## config.mk

```make
export PLATFORM = sky130hd
export DESIGN_NAME = ivt_top
export DESIGN_NICKNAME = d
export VERILOG_FILES = /design/src/rtl/ivt_pkg.sv /design/src/rtl/ivt_tick_gen.sv /design/src/rtl/ivt_counter.sv /design/src/rtl/ivt_regs.sv /design/src/rtl/ivt_top.sv
export SDC_FILE = /design/constraint.sdc
export NUM_CORES = 1
export LEC_CHECK = 0
export ABC_AREA = 1
export CAP_MARGIN = 15
export CELL_PAD_IN_SITES_DETAIL_PLACEMENT = 1
export CELL_PAD_IN_SITES_GLOBAL_PLACEMENT = 1
export CORE_AREA = 2 2 126 128
export CTS_CLUSTER_SIZE = 20
export DETAILED_ROUTE_END_ITERATION = 10
export DIE_AREA = 0 0 128 130
export GPL_TIMING_DRIVEN = 0
export PLACE_DENSITY = 0.56
export SETUP_SLACK_MARGIN = 0.4
export SYNTH_ARGS = -nofsm -noshare
export SYNTH_HDL_FRONTEND = slang
export SYNTH_SLANG_ARGS = --single-unit
export TNS_END_PERCENT = 30
```

## constraint.sdc

```tcl
create_clock -name clk_i -period 3.6 [get_ports clk_i]
set_input_delay 0.54 -clock clk_i [delete_from_list [all_inputs] [get_ports clk_i]]
set_output_delay 0.54 -clock clk_i [all_outputs]
set_load 0.01 [all_outputs]
```

## src/rtl/ivt_pkg.sv

```systemverilog
package ivt_pkg;
  localparam int FULL_W = 22;
  localparam int GRP_W  = 6;

  typedef enum logic [2:0] {
    A_LAT0 = 3'd0,
    A_LAT1 = 3'd1,
    A_LAT2 = 3'd2,
    A_LAT3 = 3'd3,
    A_CTRL = 3'd4
  } ivt_addr_e;

  // six count bits spread over a byte: [4:0] low, [6] sixth, [5],[7] zero
  function automatic logic [7:0] grp_byte(logic [GRP_W-1:0] g);
    return {1'b0, g[5], 1'b0, g[4:0]};
  endfunction
endpackage

```

## src/rtl/ivt_tick_gen.sv

```systemverilog
module ivt_tick_gen (
  input  logic clk_i,
  input  logic rst_ni,
  input  logic fast_i,
  output logic tick_o
);
  logic phase_q;

  always_ff @(posedge clk_i or negedge rst_ni) begin
    if (!rst_ni) phase_q <= 1'b0;
    else         phase_q <= fast_i ? ~phase_q : 1'b0;
  end

  assign tick_o = ~fast_i | phase_q;
endmodule

```

## src/rtl/ivt_counter.sv

```systemverilog
module ivt_counter #(
  parameter int CNT_W = 22
) (
  input  logic             clk_i,
  input  logic             rst_ni,
  input  logic             tick_i,
  input  logic             cen_i,
  input  logic             ien_i,
  input  logic [CNT_W-1:0] reload_i,
  output logic [CNT_W-1:0] cnt_o,
  output logic [CNT_W-1:0] term_o,
  output logic             pend_o
);
  logic [CNT_W-1:0] cnt_q, term_q;
  logic             pend_q;
  logic             at_term, wrap;

  assign at_term = (cnt_q == term_q);
  assign wrap    = cen_i & tick_i & at_term;

  always_ff @(posedge clk_i or negedge rst_ni) begin
    if (!rst_ni) begin
      cnt_q  <= '0;
      term_q <= '0;
    end else if (!cen_i) begin
      cnt_q  <= '0;
      term_q <= reload_i;
    end else if (tick_i) begin
      if (at_term) begin
        cnt_q  <= '0;
        term_q <= reload_i;   // shadow: written value applies from here
      end else begin
        cnt_q  <= cnt_q + 1'b1;
      end
    end
  end

  always_ff @(posedge clk_i or negedge rst_ni) begin
    if (!rst_ni)     pend_q <= 1'b0;
    else if (!ien_i) pend_q <= 1'b0;
    else if (wrap)   pend_q <= 1'b1;
  end

  assign cnt_o  = cnt_q;
  assign term_o = term_q;
  assign pend_o = pend_q;
endmodule

```

## src/rtl/ivt_regs.sv

```systemverilog
module ivt_regs
  import ivt_pkg::*;
#(
  parameter int CNT_W = 22
) (
  input  logic                    clk_i,
  input  logic                    rst_ni,
  input  logic [2:0]              addr_i,
  input  logic [7:0]              wdata_i,
  input  logic                    wr_i,
  input  logic                    rd_i,
  input  logic [CNT_W-1:0]        cnt_i,
  output logic [CNT_W-1:0]        reload_o,
  output logic                    cen_o,
  output logic                    ien_o,
  output logic [FULL_W-1:GRP_W]   snap_o,
  output logic [7:0]              rdata_o
);
  localparam int NGRP = 3;

  logic [CNT_W-1:0]          reload_q;
  logic                      cen_q, ien_q;
  logic [FULL_W-1:GRP_W]     snap_q;
  logic [7:0]                rdata_q, rd_next;
  logic [FULL_W-1:0]         cnt_ext, rl_next;
  logic [7:0]                snap_byte [1:NGRP-1];

  assign cnt_ext = FULL_W'(cnt_i);

  for (genvar g = 1; g < NGRP; g++) begin : g_grp
    assign snap_byte[g] = grp_byte(snap_q[g*GRP_W +: GRP_W]);
  end

  always_comb begin
    rl_next = FULL_W'(reload_q);
    case (addr_i)
      A_LAT0:  rl_next[7:0]   = wdata_i;
      A_LAT1:  rl_next[15:8]  = wdata_i;
      A_LAT2:  rl_next[21:16] = wdata_i[5:0];
      default: ;
    endcase
  end

  always_comb begin
    case (addr_i)
      A_LAT0:  rd_next = grp_byte(cnt_ext[GRP_W-1:0]);
      A_LAT1:  rd_next = snap_byte[1];
      A_LAT2:  rd_next = snap_byte[2];
      A_LAT3:  rd_next = {4'b0, snap_q[FULL_W-1:3*GRP_W]};
      A_CTRL:  rd_next = {6'b0, ien_q, cen_q};
      default: rd_next = 8'h00;
    endcase
  end

  always_ff @(posedge clk_i or negedge rst_ni) begin
    if (!rst_ni) begin
      reload_q <= '0;
      cen_q    <= 1'b0;
      ien_q    <= 1'b0;
    end else if (wr_i) begin
      if (addr_i == A_CTRL) begin
        cen_q <= wdata_i[0];
        ien_q <= wdata_i[1];
      end else begin
        reload_q <= rl_next[CNT_W-1:0];
      end
    end
  end

  always_ff @(posedge clk_i or negedge rst_ni) begin
    if (!rst_ni) begin
      snap_q  <= '0;
      rdata_q <= '0;
    end else if (rd_i) begin
      rdata_q <= rd_next;
      if (addr_i == A_LAT0) snap_q <= cnt_ext[FULL_W-1:GRP_W];
    end
  end

  assign reload_o = reload_q;
  assign cen_o    = cen_q;
  assign ien_o    = ien_q;
  assign snap_o   = snap_q;
  assign rdata_o  = rdata_q;
endmodule

```

## src/rtl/ivt_top.sv

```systemverilog
module ivt_top
  import ivt_pkg::*;
#(
  parameter int CNT_W = 22
) (
  input  logic       clk_i,
  input  logic       rst_ni,
  input  logic       fast_i,
  input  logic [2:0] addr_i,
  input  logic [7:0] wdata_i,
  input  logic       wr_i,
  input  logic       rd_i,
  output logic [7:0] rdata_o,
  output logic       irq_o
);
  logic                  tick, cen, ien, pend;
  logic [CNT_W-1:0]      cnt, term, reload;
  logic [FULL_W-1:GRP_W] snap;

  ivt_tick_gen u_tick (
    .clk_i  (clk_i),
    .rst_ni (rst_ni),
    .fast_i (fast_i),
    .tick_o (tick)
  );

  ivt_counter #(.CNT_W(CNT_W)) u_cnt (
    .clk_i    (clk_i),
    .rst_ni   (rst_ni),
    .tick_i   (tick),
    .cen_i    (cen),
    .ien_i    (ien),
    .reload_i (reload),
    .cnt_o    (cnt),
    .term_o   (term),
    .pend_o   (pend)
  );

  ivt_regs #(.CNT_W(CNT_W)) u_regs (
    .clk_i    (clk_i),
    .rst_ni   (rst_ni),
    .addr_i   (addr_i),
    .wdata_i  (wdata_i),
    .wr_i     (wr_i),
    .rd_i     (rd_i),
    .cnt_i    (cnt),
    .reload_o (reload),
    .cen_o    (cen),
    .ien_o    (ien),
    .snap_o   (snap),
    .rdata_o  (rdata_o)
  );

  assign irq_o = pend & ien;
endmodule

```

## After elaboration in Yosys (flattened, before gate mapping)

Cells that the tools add are included.

| word-level totals | value |
|---|---|
| register bits after elaboration | 94 |

| cells by class | value |
|---|---|
| $add $sub $neg | 1 |
| equality and inequality tests | 8 |
| multiplexer cells | 10 |
| bitwise gates (word level) | 7 |
| reduce and logical (&&, ||, !) cells | 7 |

Operator list:

| operator | count |
|---|---|
| 22-bit 2-to-1 mux | 6 |
| 7-bit one-hot mux with 5 select lines | 1 |
| 22-bit by 1-bit adder with 22-bit output (second input constant) | 1 |
| 22-bit == test | 1 |
| 3-bit AND reduction | 3 |
| 3-bit by 2-bit == test with 1-bit output (second input constant) | 2 |
| 2-bit inequality test (second input constant) | 3 |
| 2-bit AND reduction | 3 |
| 1-bit AND | 3 |
| 3-bit by 1-bit == test with 1-bit output (second input constant) | 1 |
| 3-bit == test (second input constant) | 1 |
| 3-bit logical NOT | 1 |
| 1-bit 2-to-1 mux | 3 |
| 1-bit NOT | 3 |
| 1-bit OR | 1 |

## Depth between registers and ports, before layout

| depth | value |
|---|---|
| depth after elaboration | 6 |
| mapped depth | 12 |
| gate-level depth less buffers | 11 |

## By module

Synthesis repeated with hierarchy kept, for this count alone.

| unflattened totals | value |
|---|---|
| cells, all modules | 614 |
| area, all modules | 4777.1 um2 |

Modules (own cells, without submodules):

| module | times used | cells an instance | area an instance (um2) | seq. area each (um2) |
|---|---|---|---|---|
| ivt_counter | 1 | 373 | 2632.5 | 1126.1 |
| ivt_regs | 1 | 234 | 2094.5 | 1151.1 |
| ivt_tick_gen | 1 | 5 | 42.5 | 25.0 |
| ivt_top | 1 | 2 | 7.5 | 0.0 |

## Least setup slack after synthesis

No wires, ideal clock.

| timing path | value |
|---|---|
| path type | input -> register |
| start point | in addr_i[1] |
| end point | reg u_regs.snap_q, in the netlist u_regs.snap_o[10] |
| setup time | 132 ps |
| arrival time | 1377 ps |
| required time | 3468 ps |
| setup slack | 2091 ps |
| stages | 7 |
| cell sequence | nor2_1 nand2_1 inv_2 nand2_1 clkbuf_1 nand2_1 o21ai_0 |

| between the ends | value |
|---|---|
| longest elaborated chain between the ends | 2 |

Ends and longest elaborated chain:

| element | RTL line | RTL |
|---|---|---|
| start: declaration | ivt_top.sv:9 | `input logic [2:0] addr_i,` |
| 3-bit logical NOT | ivt_regs.sv:76 | `if (addr_i == A_LAT0) snap_q <= cnt_ext[FULL_W-1:GRP_W];` |
| 2-bit AND reduction (no line) | n/a |  |
| end signal: assignment | ivt_regs.sv:76 |  |
| end: declaration | ivt_regs.sv:23 | `logic [FULL_W-1:GRP_W] snap_q;` |

Every way passes these cells.
A chain may end at the register's enable or synchronous reset.

## Final worst setup path

| timing path | value |
|---|---|
| start point | in addr_i[1] |
| end point | reg u_regs.reload_q[5], in the netlist u_regs.reload_o[5] |

| between the ends | value |
|---|---|
| longest elaborated chain between the ends | 3 |

Ends and longest elaborated chain:

| element | RTL line | RTL |
|---|---|---|
| 3-bit == test | ivt_regs.sv:61 | `if (addr_i == A_CTRL) begin` |
| 1-bit NOT (no line) | n/a |  |
| 3-bit AND reduction (no line) (*) | n/a |  |
| end signal: assignment | ivt_regs.sv:65 | `reload_q <= rl_next[CNT_W-1:0];` |
| end: declaration | ivt_regs.sv:21 | `logic [CNT_W-1:0] reload_q;` |

Mark *: on every way between the ends. The rest lies on a longest branch, timed or not.

==> impl_metrics.ini <==
[outcome]
status = finished clean

[clock_tree]
cts.sinks = 92
cts_tree = built
cts_buffers = 9
clockRootBuffer = clkbuf_16
htree_num_levels = 3
ctsHoldBuffers = 0
cts_buffer_depth = 2
postCtsResizedCells = 0
clk_pin_slew_ns = 0.06
post_cts_buffers = 0
clk_latency_ns = 0.35

[global_route]
antenna_found_initial = 0
grt_max_degree = 48
grt_pass1_vias = 3872
grt.overflow.total = 0
track_usage_pct = 17.2
grt_pass1_wl_um = 21400

[yosys]
yosysWarnings = 0
synthDistinctLibCells = 31
avgSynthCellArea_um2 = 7.81
synth_cells = 578
yosysTopAreaCell = dfrtp_1
yosys_register_bits = 92
yosysSeqAreaShare_pct = 51.0
synth_top_area_share_pct = 51.0
synth_area_um2 = 4520
synth_area_leaders = dfrtp_1, nand2_1, o21ai_0

[setup_path]
cp.required_ns = 3.83
arrival_ns = 2.33
crit_top_cell = nand2_1
crit-reg2reg-launch = u_cnt.cnt_o[12]$_DFFE_PN0P_
crit_slowest_cell = clkdlybuf4s50_1
cp-start-kind = input pin
worst-path-stages = 8
criticalPathCategory = in2reg
max_stage_delay_ns = 0.47
crit_start = addr_i[1]
crit_chain = clkdlybuf4s50_1 > nor2_1 > nand2_1 > inv_2 > nand2_1 > clkbuf_1 > nand2_1 > o21ai_0
critPathBufInv = 3
crit_fanout = 10
critPathCapture = u_regs.reload_o[5]$_DFFE_PN0P_
critPathCaptureType = flop
r2r-end = u_cnt.cnt_o[5]$_DFFE_PN0P_
r2r_slack_ns = 1.63
r2r_cells = 10
crit_family = buffers and inverters

[pwr]
peakVddDrop_mv = 0.275
power.total_mw = 2.65
p_leak_nw = 2.54
power_density_nw_per_um2 = 504

[cells_and_area]
fin_cells = 807
area_growth_pct = 16.3
antenna_cells = 0
seq_area_um2 = 2300
n_fill_cell = 1882
final_util_pct = 34.1
final_nets = 629
drive_above_1_share_pct = 7.15
fin_area_um2 = 5250
multi_input_area_um2 = 1840

[timing]
timing.hold.ws_ns = 0.205
period_share_pct = 58.4
slew_violations = 0
final.min_clock_period_ns = 2.10
rsz0062_at_grt = no
skew_ns = 0.00618
setup_violations = 0
tightest_slew_ns = 0.651
timing.slew.headroom_pct = 56.6
fmax_mhz = 475
finalHoldViolations = 0

[place]
dpl.hpwl_um = 10300
gp_congestion = 0.825
place_area_um2 = 4990
port_buffers = 21
place_inst = 793

[job]
cap_violations = 0

[drt]
vias_per_cell = 4.73
wl_met3_um = 400
drc = 0
drt-initial-drc-count = 109
vias = 3818
drt-total-wl_um = 13400
ant_nets = 0
highest-signal-layer = met4
dr_wl_met2_um = 6370
wl_per_cell_um = 16.6
met1Wirelength_um = 6420
dr.pass1.iters = 5

[floorplanning]
num_rows = 46
initial_core_util_pct = 29.3
coreArea_um2 = 15400
die_area_um2 = 16600
num_io_pins = 25
die_w_um = 128
die_y_um = 130

[worst_hold_path]
min_path_type = in2async
-- state kept, by name, indices dropped and copies added (netlist names) --
register	count
u_cnt.cnt_o	22
u_cnt.pend_o	1
u_cnt.term_o	22
u_regs.cen_o	1
u_regs.ien_o	1
u_regs.rdata_o	6
u_regs.reload_o	22
u_regs.snap_o	16
u_tick.phase_q	1
-- per-layer routing --
layer  track usage (%)  vias to the layer above
li1                  -                     1889
met1              22.7                     1873
met2              28.6                       45
met3              4.10                       11
met4              4.27                        0
met5                 0                        -
-- where the power goes --
part	leakage, nW	switching [mW]	total (mW)	internal, mW
Clock	0.131	0.397	0.873	0.476
Combinational	1.19	0.290	0.473	0.183
Sequential	1.22	0.126	1.30	1.18
-- through the flow --
stage          setup WS [ns]  TNS (ns)
3_3_place_gp           -1.77   -162.53
2_1_floorplan           2.09         0
5_1_grt                 1.25         0
4_1_cts                 1.48         0
6_report                1.50         0
3_5_place_dp            1.10         0
-- worst min path at each step --
stage                                         startpoint                              to  slack, ns  cells after the start
after global routing                              rst_ni   u_regs.rdata_o[1]$_DFFE_PN0P_       0.24                      1
after global placement          u_cnt.pend_o$_DFFE_PN0P_        u_cnt.pend_o$_DFFE_PN0P_       0.47                      2
after floorplan                                   rst_ni      u_cnt.cnt_o[0]$_DFFE_PN0P_       0.24                      0
after CTS                                         rst_ni   u_regs.rdata_o[1]$_DFFE_PN0P_       0.22                      1
after detailed placement  u_regs.reload_o[0]$_DFFE_PN0P_  u_regs.reload_o[0]$_DFFE_PN0P_       0.48                      2
final                                             rst_ni   u_regs.rdata_o[1]$_DFFE_PN0P_       0.21                      1
-- cells in the mapped netlist, drive strengths merged --
cell     number
nor3          4
o22ai         1
inv          72
conb          1
o211ai        3
buf           9
ha            1
nor2         34
clkbuf       11
dfrtp        92
o2111ai       1
o21ai        51
nand3b        1
nand2       209
xor2         11
and2          2
a21oi        18
nand4         9
nand3        41
mux2          4
xnor2         2
a32o          1
-- cells by family after synthesis --
family,after synthesis,synth area share [%]
XOR/XNOR,13,2.52
flip-flops,92,51.0
AO/OA/AOI/OAI,75,8.70
AND/OR/NAND/NOR,300,28.0
other,1,0.0830
buffers and inverters,92,8.45
multiplexers,4,0.997
adder cells (fa/ha/maj),1,0.277
-- area by class of cell --
cell class,count,share of cell area (%)
Timing Repair Buffer,22,4.48
Clock buffer,11,4.62
Multi-Input combinational cell,395,34.9
Clock inverter,3,0.286
Sequential cell,92,43.8
Inverter,72,5.15
Buffer,20,2.12
Tap cell,192,4.57
-- layout by cell type (no fill, tap or decap), drive strengths merged, types with 2 or more instances in the layout --
cell type and count:
nand2 209, dfrtp 92, inv 72, o21ai 51, nand3 41, nor2 34
clkbuf 22, clkdlybuf4s50 20, a21oi 18, xor2 11, buf 11, nand4 9
mux2 4, nor3 4, o211ai 3, clkinv 3, xnor2 2, and2 2
conb 2
No activity file was read; power rests on OpenSTA's default activity.
